**config.mk**
```make
export PLATFORM = sky130hd
export DESIGN_NAME = vga_testpattern_gen
export DESIGN_NICKNAME = d
export VERILOG_FILES = /design/src/rtl/vga_tp_pkg.sv /design/src/rtl/vga_pix_tick.sv /design/src/rtl/vga_scan_counter.sv /design/src/rtl/vga_pattern_sel.sv /design/src/rtl/vga_testpattern_gen.sv
export SDC_FILE = /design/constraint.sdc
export NUM_CORES = 1
export LEC_CHECK = 0
export BUFFER_PORTS_ARGS = -buffer_cell sky130_fd_sc_hd__buf_2
export CORE_MARGIN = 2
export CORE_UTILIZATION = 55
export DETAILED_ROUTE_END_ITERATION = 12
export GPL_TIMING_DRIVEN = 1
export PLACE_DENSITY = 0.72
export SYNTH_ARGS = -nofsm -noshare
export SYNTH_HDL_FRONTEND = slang
export SYNTH_SLANG_ARGS = --single-unit
```
**constraint.sdc**
```tcl
create_clock -name clk -period 3.5 [get_ports clk]
set_input_delay 0.175 -clock clk [delete_from_list [all_inputs] [get_ports clk]]
set_output_delay 0.175 -clock clk [all_outputs]
set_load 0.02 [all_outputs]
```
**src/rtl/vga_tp_pkg.sv**
```systemverilog
package vga_tp_pkg;
    typedef enum logic [1:0] {
        PAT_VBAR      = 2'b00,
        PAT_HBAR      = 2'b01,
        PAT_CHECK     = 2'b10,
        PAT_CHECK_INV = 2'b11
    } pat_e;

    localparam int COLOR_W = 3;
endpackage

```
**src/rtl/vga_pix_tick.sv**
```systemverilog
module vga_pix_tick (
    input  logic clk,
    input  logic rst,
    output logic tick
);
    logic tick_q;

    always_ff @(posedge clk) begin
        if (rst) tick_q <= 1'b0;
        else     tick_q <= ~tick_q;
    end

    assign tick = tick_q;


    tick_fall_chk: assert property (@(posedge clk) disable iff (rst)
        tick |=> !tick);

    tick_rise_chk: assert property (@(posedge clk) disable iff (rst)
        !tick |=> tick);
endmodule

```
**src/rtl/vga_scan_counter.sv**
```systemverilog
module vga_scan_counter #(
    parameter int TOTAL = 800,
    localparam int W    = $clog2(TOTAL)
) (
    input  logic         clk,
    input  logic         rst,
    input  logic         adv,
    output logic [W-1:0] cnt,
    output logic         last
);
    logic [W-1:0] cnt_q;

    assign last = (cnt_q == W'(TOTAL - 1));

    always_ff @(posedge clk) begin
        if (rst)       cnt_q <= '0;
        else if (adv)  cnt_q <= last ? '0 : cnt_q + 1'b1;
    end

    assign cnt = cnt_q;


    cnt_range_chk: assert property (@(posedge clk) disable iff (rst)
        cnt_q <= W'(TOTAL - 1));

    cnt_wrap_chk: assert property (@(posedge clk) disable iff (rst)
        (adv && last) |=> (cnt_q == '0));

    cnt_hold_chk: assert property (@(posedge clk) disable iff (rst)
        !adv |=> $stable(cnt_q));
endmodule

```
**src/rtl/vga_pattern_sel.sv**
```systemverilog
module vga_pattern_sel
    import vga_tp_pkg::*;
(
    input  logic               clk,
    input  logic               rst,
    input  logic [1:0]         sw,
    input  logic               frame_start,
    input  logic [COLOR_W-1:0] col_idx,
    input  logic [COLOR_W-1:0] row_idx,
    output logic [COLOR_W-1:0] color
);
    logic [1:0] sw_s1, sw_s2;
    pat_e       state_q, state_d;

    always_ff @(posedge clk) begin
        if (rst) begin
            sw_s1 <= 2'b00;
            sw_s2 <= 2'b00;
        end else begin
            sw_s1 <= sw;
            sw_s2 <= sw_s1;
        end
    end

    always_comb begin
        state_d = state_q;
        if (frame_start) begin
            unique case (sw_s2)
                2'b00: state_d = PAT_VBAR;
                2'b01: state_d = PAT_HBAR;
                2'b10: state_d = PAT_CHECK;
                2'b11: state_d = PAT_CHECK_INV;
            endcase
        end
    end

    always_ff @(posedge clk) begin
        if (rst) state_q <= PAT_VBAR;
        else     state_q <= state_d;
    end

    always_comb begin
        unique case (state_q)
            PAT_VBAR:      color = col_idx;
            PAT_HBAR:      color = row_idx;
            PAT_CHECK:     color = col_idx ^ row_idx;
            PAT_CHECK_INV: color = ~(col_idx ^ row_idx);
        endcase
    end


    pat_hold_chk: assert property (@(posedge clk) disable iff (rst)
        !frame_start |=> $stable(state_q));
endmodule

```
**src/rtl/vga_testpattern_gen.sv**
```systemverilog
module vga_testpattern_gen
    import vga_tp_pkg::*;
#(
    parameter int H_TOTAL     = 800,
    parameter int H_SYNC_END  = 95,
    parameter int H_ACT_START = 144,
    parameter int H_ACT_END   = 783,
    parameter int V_TOTAL     = 525,
    parameter int V_SYNC_END  = 1,
    parameter int V_ACT_START = 35,
    parameter int V_ACT_END   = 514,
    parameter int BAR_W       = 80,
    parameter int BAR_H       = 60
) (
    input  logic       clk,
    input  logic       rst,
    input  logic [1:0] sw,
    output logic       hsync,
    output logic       vsync,
    output logic [2:0] rgb
);
    localparam int HW = $clog2(H_TOTAL);
    localparam int VW = $clog2(V_TOTAL);

    logic               tick;
    logic [HW-1:0]      h_cnt;
    logic [VW-1:0]      v_cnt;
    logic               h_last, v_last;
    logic               frame_start;
    logic               h_vis, v_vis;
    logic [HW-1:0]      x_off;
    logic [VW-1:0]      y_off;
    logic [COLOR_W-1:0] col_idx, row_idx, color;

    vga_pix_tick u_tick (
        .clk  (clk),
        .rst  (rst),
        .tick (tick)
    );

    vga_scan_counter #(.TOTAL(H_TOTAL)) u_hcnt (
        .clk  (clk),
        .rst  (rst),
        .adv  (tick),
        .cnt  (h_cnt),
        .last (h_last)
    );

    vga_scan_counter #(.TOTAL(V_TOTAL)) u_vcnt (
        .clk  (clk),
        .rst  (rst),
        .adv  (tick && h_last),
        .cnt  (v_cnt),
        .last (v_last)
    );

    assign frame_start = tick && h_last && v_last;

    always_comb begin
        h_vis   = (h_cnt >= HW'(H_ACT_START)) && (h_cnt <= HW'(H_ACT_END));
        v_vis   = (v_cnt >= VW'(V_ACT_START)) && (v_cnt <= VW'(V_ACT_END));
        x_off   = h_cnt - HW'(H_ACT_START);
        y_off   = v_cnt - VW'(V_ACT_START);
        col_idx = COLOR_W'(x_off / HW'(BAR_W));
        row_idx = COLOR_W'(y_off / VW'(BAR_H));
    end

    vga_pattern_sel u_pat (
        .clk         (clk),
        .rst         (rst),
        .sw          (sw),
        .frame_start (frame_start),
        .col_idx     (col_idx),
        .row_idx     (row_idx),
        .color       (color)
    );

    always_comb begin
        hsync = (h_cnt > HW'(H_SYNC_END));
        vsync = (v_cnt > VW'(V_SYNC_END));
        rgb   = (h_vis && v_vis) ? color : '0;
    end


    blank_hsync_chk: assert property (@(posedge clk) disable iff (rst)
        !hsync |-> (rgb == 3'b000));

    blank_vsync_chk: assert property (@(posedge clk) disable iff (rst)
        !vsync |-> (rgb == 3'b000));
endmodule

```
==> flow_summary.html <==
<table>
<tr><th>Metric</th><th>Value</th></tr>
<tr><th colspan="2">Clock tree</th></tr>
<tr><td>Clock tree from TritonCTS</td><td>built</td></tr>
<tr><td>Clock transition at the register clock pins on the worst setup and hold paths after CTS</td><td>about 0.09 ns</td></tr>
<tr><td>Clock Sinks</td><td>27</td></tr>
<tr><td>Number of buffers inserted during clock tree synthesis</td><td>3</td></tr>
<tr><td>Clock root cell</td><td>sky130_fd_sc_hd__clkbuf_8</td></tr>
<tr><td>Max clock buf depth</td><td>2</td></tr>
<tr><td>Maximum level of the CTS H-tree</td><td>1</td></tr>
<tr><td>Clock latency reported for the late side of the worst-skew pair</td><td>around 0.28 ns</td></tr>
<tr><th colspan="2">Pwr</th></tr>
<tr><td>PwrDens</td><td>182.8 nW/um2</td></tr>
<tr><td>IR drop worst, VDD</td><td>312.0 uV</td></tr>
<tr><td>Static leakage</td><td>0.001073 uW</td></tr>
<tr><th colspan="2">Yosys</th></tr>
<tr><td>Async SR Flop Fraction</td><td>0</td></tr>
<tr><td>Flops &amp; latches, synth</td><td>27</td></tr>
<tr><td>Sequential share of the synthesized area</td><td>0.2102</td></tr>
<tr><td>Nets in the synthesized netlist</td><td>about 370</td></tr>
<tr><td>Number of enable flip-flop cells after synthesis</td><td>0</td></tr>
<tr><td>Total number of yosys warnings</td><td>0</td></tr>
<tr><td>Synth Area per Inst</td><td>7.346 um2</td></tr>
<tr><td>Number of unique standard cell types used by synthesis</td><td>between 60 and 70</td></tr>
<tr><td>Cell type with the largest total area after synthesis</td><td>sky130_fd_sc_hd__dfxtp_1</td></tr>
<tr><td>Synth top area share</td><td>0.2102</td></tr>
<tr><td>Summed instance area of the synthesized netlist</td><td>2571 um2</td></tr>
<tr><td>Biggest area contributors in the synthesized netlist</td><td>sky130_fd_sc_hd__dfxtp_1, sky130_fd_sc_hd__nor2_1, sky130_fd_sc_hd__ha_1</td></tr>
<tr><td>Most numerous cell types in the synthesized netlist</td><td>sky130_fd_sc_hd__nor2_1, sky130_fd_sc_hd__nand2_1, sky130_fd_sc_hd__dfxtp_1, sky130_fd_sc_hd__clkbuf_1, sky130_fd_sc_hd__nand3_1</td></tr>
<tr><td>Gate count after technology mapping</td><td>350</td></tr>
<tr><td>Library cell with the highest instance count after synthesis</td><td>sky130_fd_sc_hd__nor2_1</td></tr>
<tr><td>Most used flip-flop cell after synthesis</td><td>sky130_fd_sc_hd__dfxtp_1</td></tr>
<tr><th colspan="2">STA</th></tr>
<tr><td>Final WS setup</td><td>~0.086 ns</td></tr>
<tr><td>Final hold slack</td><td>0.1076 ns</td></tr>
<tr><td>Transition at the pin with the smallest max-transition slack</td><td>roughly 0.7 ns</td></tr>
<tr><td>Max-slew violation total from the final report</td><td>0</td></tr>
<tr><td>Final period utilization</td><td>0.9754</td></tr>
<tr><td>Max Clock Skew</td><td>0.007018 ns</td></tr>
<tr><td>Top achievable clock speed</td><td>a little under 300 MHz</td></tr>
<tr><td>Normalized max-slew margin</td><td>0.5374</td></tr>
<tr><td>Setup TNS</td><td>0 ns</td></tr>
<tr><td>Crit path time final</td><td>~3.4 ns</td></tr>
<tr><td>Unrepaired setup endpoints after global routing</td><td>true</td></tr>
<tr><td>Count of final setup violators</td><td>0</td></tr>
<tr><td>Final hold violation count</td><td>0</td></tr>
<tr><th colspan="2">Floorplanning</th></tr>
<tr><td>Die area</td><td>5238 um2</td></tr>
<tr><td>Count of boundary I/O pins</td><td>9</td></tr>
<tr><td>Height of the die</td><td>72.38 um</td></tr>
<tr><td>Core outline area</td><td>approximately 4400 um2</td></tr>
<tr><td>Die extent in x</td><td>between 70 and 80 um</td></tr>
<tr><td>Initial cell density of the core</td><td>0.5825</td></tr>
<tr><td>Count of standard-cell rows</td><td>24</td></tr>
<tr><th colspan="2">Layout</th></tr>
<tr><td>Fillers</td><td>between 400 and 500</td></tr>
<tr><td>Fraction of final layout cells with drive strength greater than 1</td><td>0.1615</td></tr>
<tr><td># diodes</td><td>0</td></tr>
<tr><td>Filler-free cell count of the finished design</td><td>405</td></tr>
<tr><td>Finished Core Util</td><td>0.6355</td></tr>
<tr><td>Final Net Count</td><td>~370</td></tr>
<tr><td>Area added between synthesis and finish</td><td>9.100%</td></tr>
<tr><th colspan="2">Worst setup path</th></tr>
<tr><td>Kind of capture point of the worst setup path</td><td>output pin</td></tr>
<tr><td>Critical path arrival</td><td>roughly 3.2 ns</td></tr>
<tr><td>Cell repeated most along the worst path</td><td>sky130_fd_sc_hd__buf_4</td></tr>
<tr><td>Cell-by-cell listing of the critical path</td><td>ha_2, buf_4, o41a_4, xnor2_1, and2_1, maj3_2, o21ai_1, a21boi_0, o31a_1, a211o_1, o211ai_1, buf_4</td></tr>
<tr><td>Required time reported for the critical path endpoint</td><td>3.32 ns</td></tr>
<tr><td>Startpoint of the worst setup timing path</td><td>u_vcnt.cnt[0]</td></tr>
<tr><td>Kind of cell adding the most delay to the critical path</td><td>compound AO/OA/AOI/OAI gates</td></tr>
<tr><td>Worst reg2reg path depth</td><td>8</td></tr>
<tr><td>Worst Path Max Fanout</td><td>7</td></tr>
<tr><td>Sort of element at the start of the critical path</td><td>register</td></tr>
<tr><td>Worst path depth</td><td>12</td></tr>
<tr><td>Destination of the worst register-to-register timing path</td><td>u_vcnt.cnt[7]</td></tr>
<tr><td>Worst r2r src</td><td>u_hcnt.cnt[0]</td></tr>
<tr><td>Crit path capture</td><td>rgb[0]</td></tr>
<tr><td>Number of buffer and inverter stages on the critical path</td><td>2</td></tr>
<tr><td>Register-to-register path setup slack</td><td>approximately 1.0 ns</td></tr>
<tr><td>Critical path start-end classification</td><td>register to output pin</td></tr>
<tr><td>Largest stage delay on the critical path</td><td>around 0.40 ns</td></tr>
<tr><td>Critical-path cell with the highest stage delay</td><td>sky130_fd_sc_hd__o41a_4</td></tr>
<tr><th colspan="2">Global routing</th></tr>
<tr><td>Met1 GRT Util</td><td>0.3484</td></tr>
<tr><td>Met2 Track Usage GR</td><td>0.3272</td></tr>
<tr><td>Vias in the first global route</td><td>2020</td></tr>
<tr><td>Grt met3 use</td><td>0.01667</td></tr>
<tr><td>Overflow left after global routing</td><td>0</td></tr>
<tr><td>Most Used Layer, Global Route</td><td>met1</td></tr>
<tr><td>Global-route wire length before repair</td><td>between 9000 and 10000 um</td></tr>
<tr><td>Global-route total usage across every layer</td><td>0.2240</td></tr>
<tr><td>Number of antenna violations at the first check in global routing</td><td>0</td></tr>
<tr><td>Largest net degree at the start of global routing</td><td>18</td></tr>
<tr><th colspan="2">Min path</th></tr>
<tr><td>Kind of path behind the tightest hold check</td><td>input port to register</td></tr>
<tr><td>Hold path startpoint</td><td>sw[1]</td></tr>
<tr><td>Worst Hold Depth</td><td>2</td></tr>
<tr><th colspan="2">Drt</th></tr>
<tr><td>Number of vias after detailed routing</td><td>approximately 2.5k</td></tr>
<tr><td>Antenna Violating Nets Remaining</td><td>0</td></tr>
<tr><td>Drt drc</td><td>0</td></tr>
<tr><td>Routed wire length per instance</td><td>about 14 um</td></tr>
<tr><td>Vias/cell</td><td>6.094</td></tr>
<tr><td>First-pass iteration count of the detailed router</td><td>7</td></tr>
<tr><td>Final routed wirelength across all metal layers</td><td>roughly 5700 um</td></tr>
<tr><td>Initial DRC Count</td><td>approximately 210</td></tr>
<tr><th colspan="2">Status</th></tr>
<tr><td>Run status</td><td>finished clean</td></tr>
<tr><th colspan="2">Place</th></tr>
<tr><td>Post-placement setup slack</td><td>0.2753 ns</td></tr>
<tr><td>Port Buffers</td><td>8</td></tr>
<tr><td>HPWL Detailed</td><td>approximately 4300 um</td></tr>
<tr><td>Instance count after placement with tap cells included</td><td>~400</td></tr>
<tr><td>Weighted congestion reported at the end of routability-driven placement</td><td>~0.96</td></tr>
<tr><th colspan="2">Flow run</th></tr>
<tr><td>Max Cap Violations</td><td>0</td></tr>
</table>
final cells by class:
type | instances | area (um2) | share of cell area
clock buffers | 3 | 41.29 | 0.01472
multi-input cells | 281 | 1902 | 0.6780
clock inverters | 1 | 7.507 | 0.002676
flip-flops and latches | 27 | 544.3 | 0.1940
well taps | 52 | 65.06 | 0.02319
inverters | 12 | 45.04 | 0.01606
repair buffers | 29 | 200.2 | 0.07136
worst register-to-register path, stage by stage, from the launching register on:
cell and delay (ns):
sky130_fd_sc_hd__dfxtp_1 0.40, sky130_fd_sc_hd__ha_1 0.18, sky130_fd_sc_hd__and3_1 0.24, sky130_fd_sc_hd__nand2_1 0.09
sky130_fd_sc_hd__or4_1 0.62, sky130_fd_sc_hd__nor3_1 0.48, sky130_fd_sc_hd__nand3_1 0.15, sky130_fd_sc_hd__xor2_1 0.15
sky130_fd_sc_hd__nor2_1 0.05
metrics by stage:
| stage | cell area, um2 | total power (uW) |
|---|---|---|
| after floorplan | 2571 | 335.3 |
| after global placement | 2688 | 338.9 |
| after detailed placement | 2688 | 339.7 |
| after CTS | 2748 | 518.7 |
| after global routing | 2805 | 535.3 |
| final | 2805 | 512.9 |
power breakdown:
group	internal, uW	switching [uW]	total (uW)
combinational	7.04	8.41	15.5
sequential	312	4.60	317
clock	80.9	99.9	181
total	400	113	513
per-layer routing:
layer  vias up  share of wire
li1       1271              -
met1      1118           0.50
met2        70           0.44
met3         9          0.048
met4         0          0.011
met5         -              0
cell usage in the layout (no fill, tap or decap), types with 7 or more instances in the layout:
cell                       n
sky130_fd_sc_hd__ha_1     10
sky130_fd_sc_hd__xor2_1   11
sky130_fd_sc_hd__nand3_1  17
sky130_fd_sc_hd__dfxtp_1  24
sky130_fd_sc_hd__buf_4    22
sky130_fd_sc_hd__nor4_1    7
sky130_fd_sc_hd__buf_2     7
sky130_fd_sc_hd__nor2_1   48
sky130_fd_sc_hd__inv_1    12
sky130_fd_sc_hd__xnor2_1  15
sky130_fd_sc_hd__o21ai_0   7
sky130_fd_sc_hd__nand2_1  28
sky130_fd_sc_hd__a21oi_1  15
sky130_fd_sc_hd__nor3_1   15
state kept, by name (all words and copies together), names as in the netlist:
register	count
u_pat.sw_s2	2
u_pat.sw_s1	2
u_pat.state_q	2
u_tick.tick	1
u_vcnt.cnt	10
u_hcnt.cnt	10
how the worst min path moves through the flow:
stage / slack [ns] / end
finish: 0.11 / u_pat.sw_s1[1]
global route: 0.12 / u_pat.sw_s1[1]
CTS: 0.1 / u_pat.sw_s1[1]
detailed placement: 0.39 / u_pat.sw_s1[1]
global placement: 0.39 / u_pat.sw_s1[0]
floorplan: 0.25 / u_pat.sw_s1[0]
repair_timing:
action,4_1_cts,5_1_grt
hold buffers,0,0
pin swaps,1,2
gates resized for setup,1,13
gates cloned,0,0
buffers inserted,1,2
endpoints found under the setup margin,1,3
kinds of logic (layout without fill, tap and decap cells):
logic type               after synthesis  in the layout  synth area share
adder cells (fa/ha/maj)               13             13           0.06229
flip-flops                            27             27            0.2102
XOR/XNOR                              27             27           0.09197
AO/OA/AOI/OAI                         84             84            0.2603
multiplexers                           3              3           0.01217
AND/OR/NAND/NOR                      154            154            0.2973
buffers and inverters                 42             45           0.06569
(Power assumes the default switching activity.)
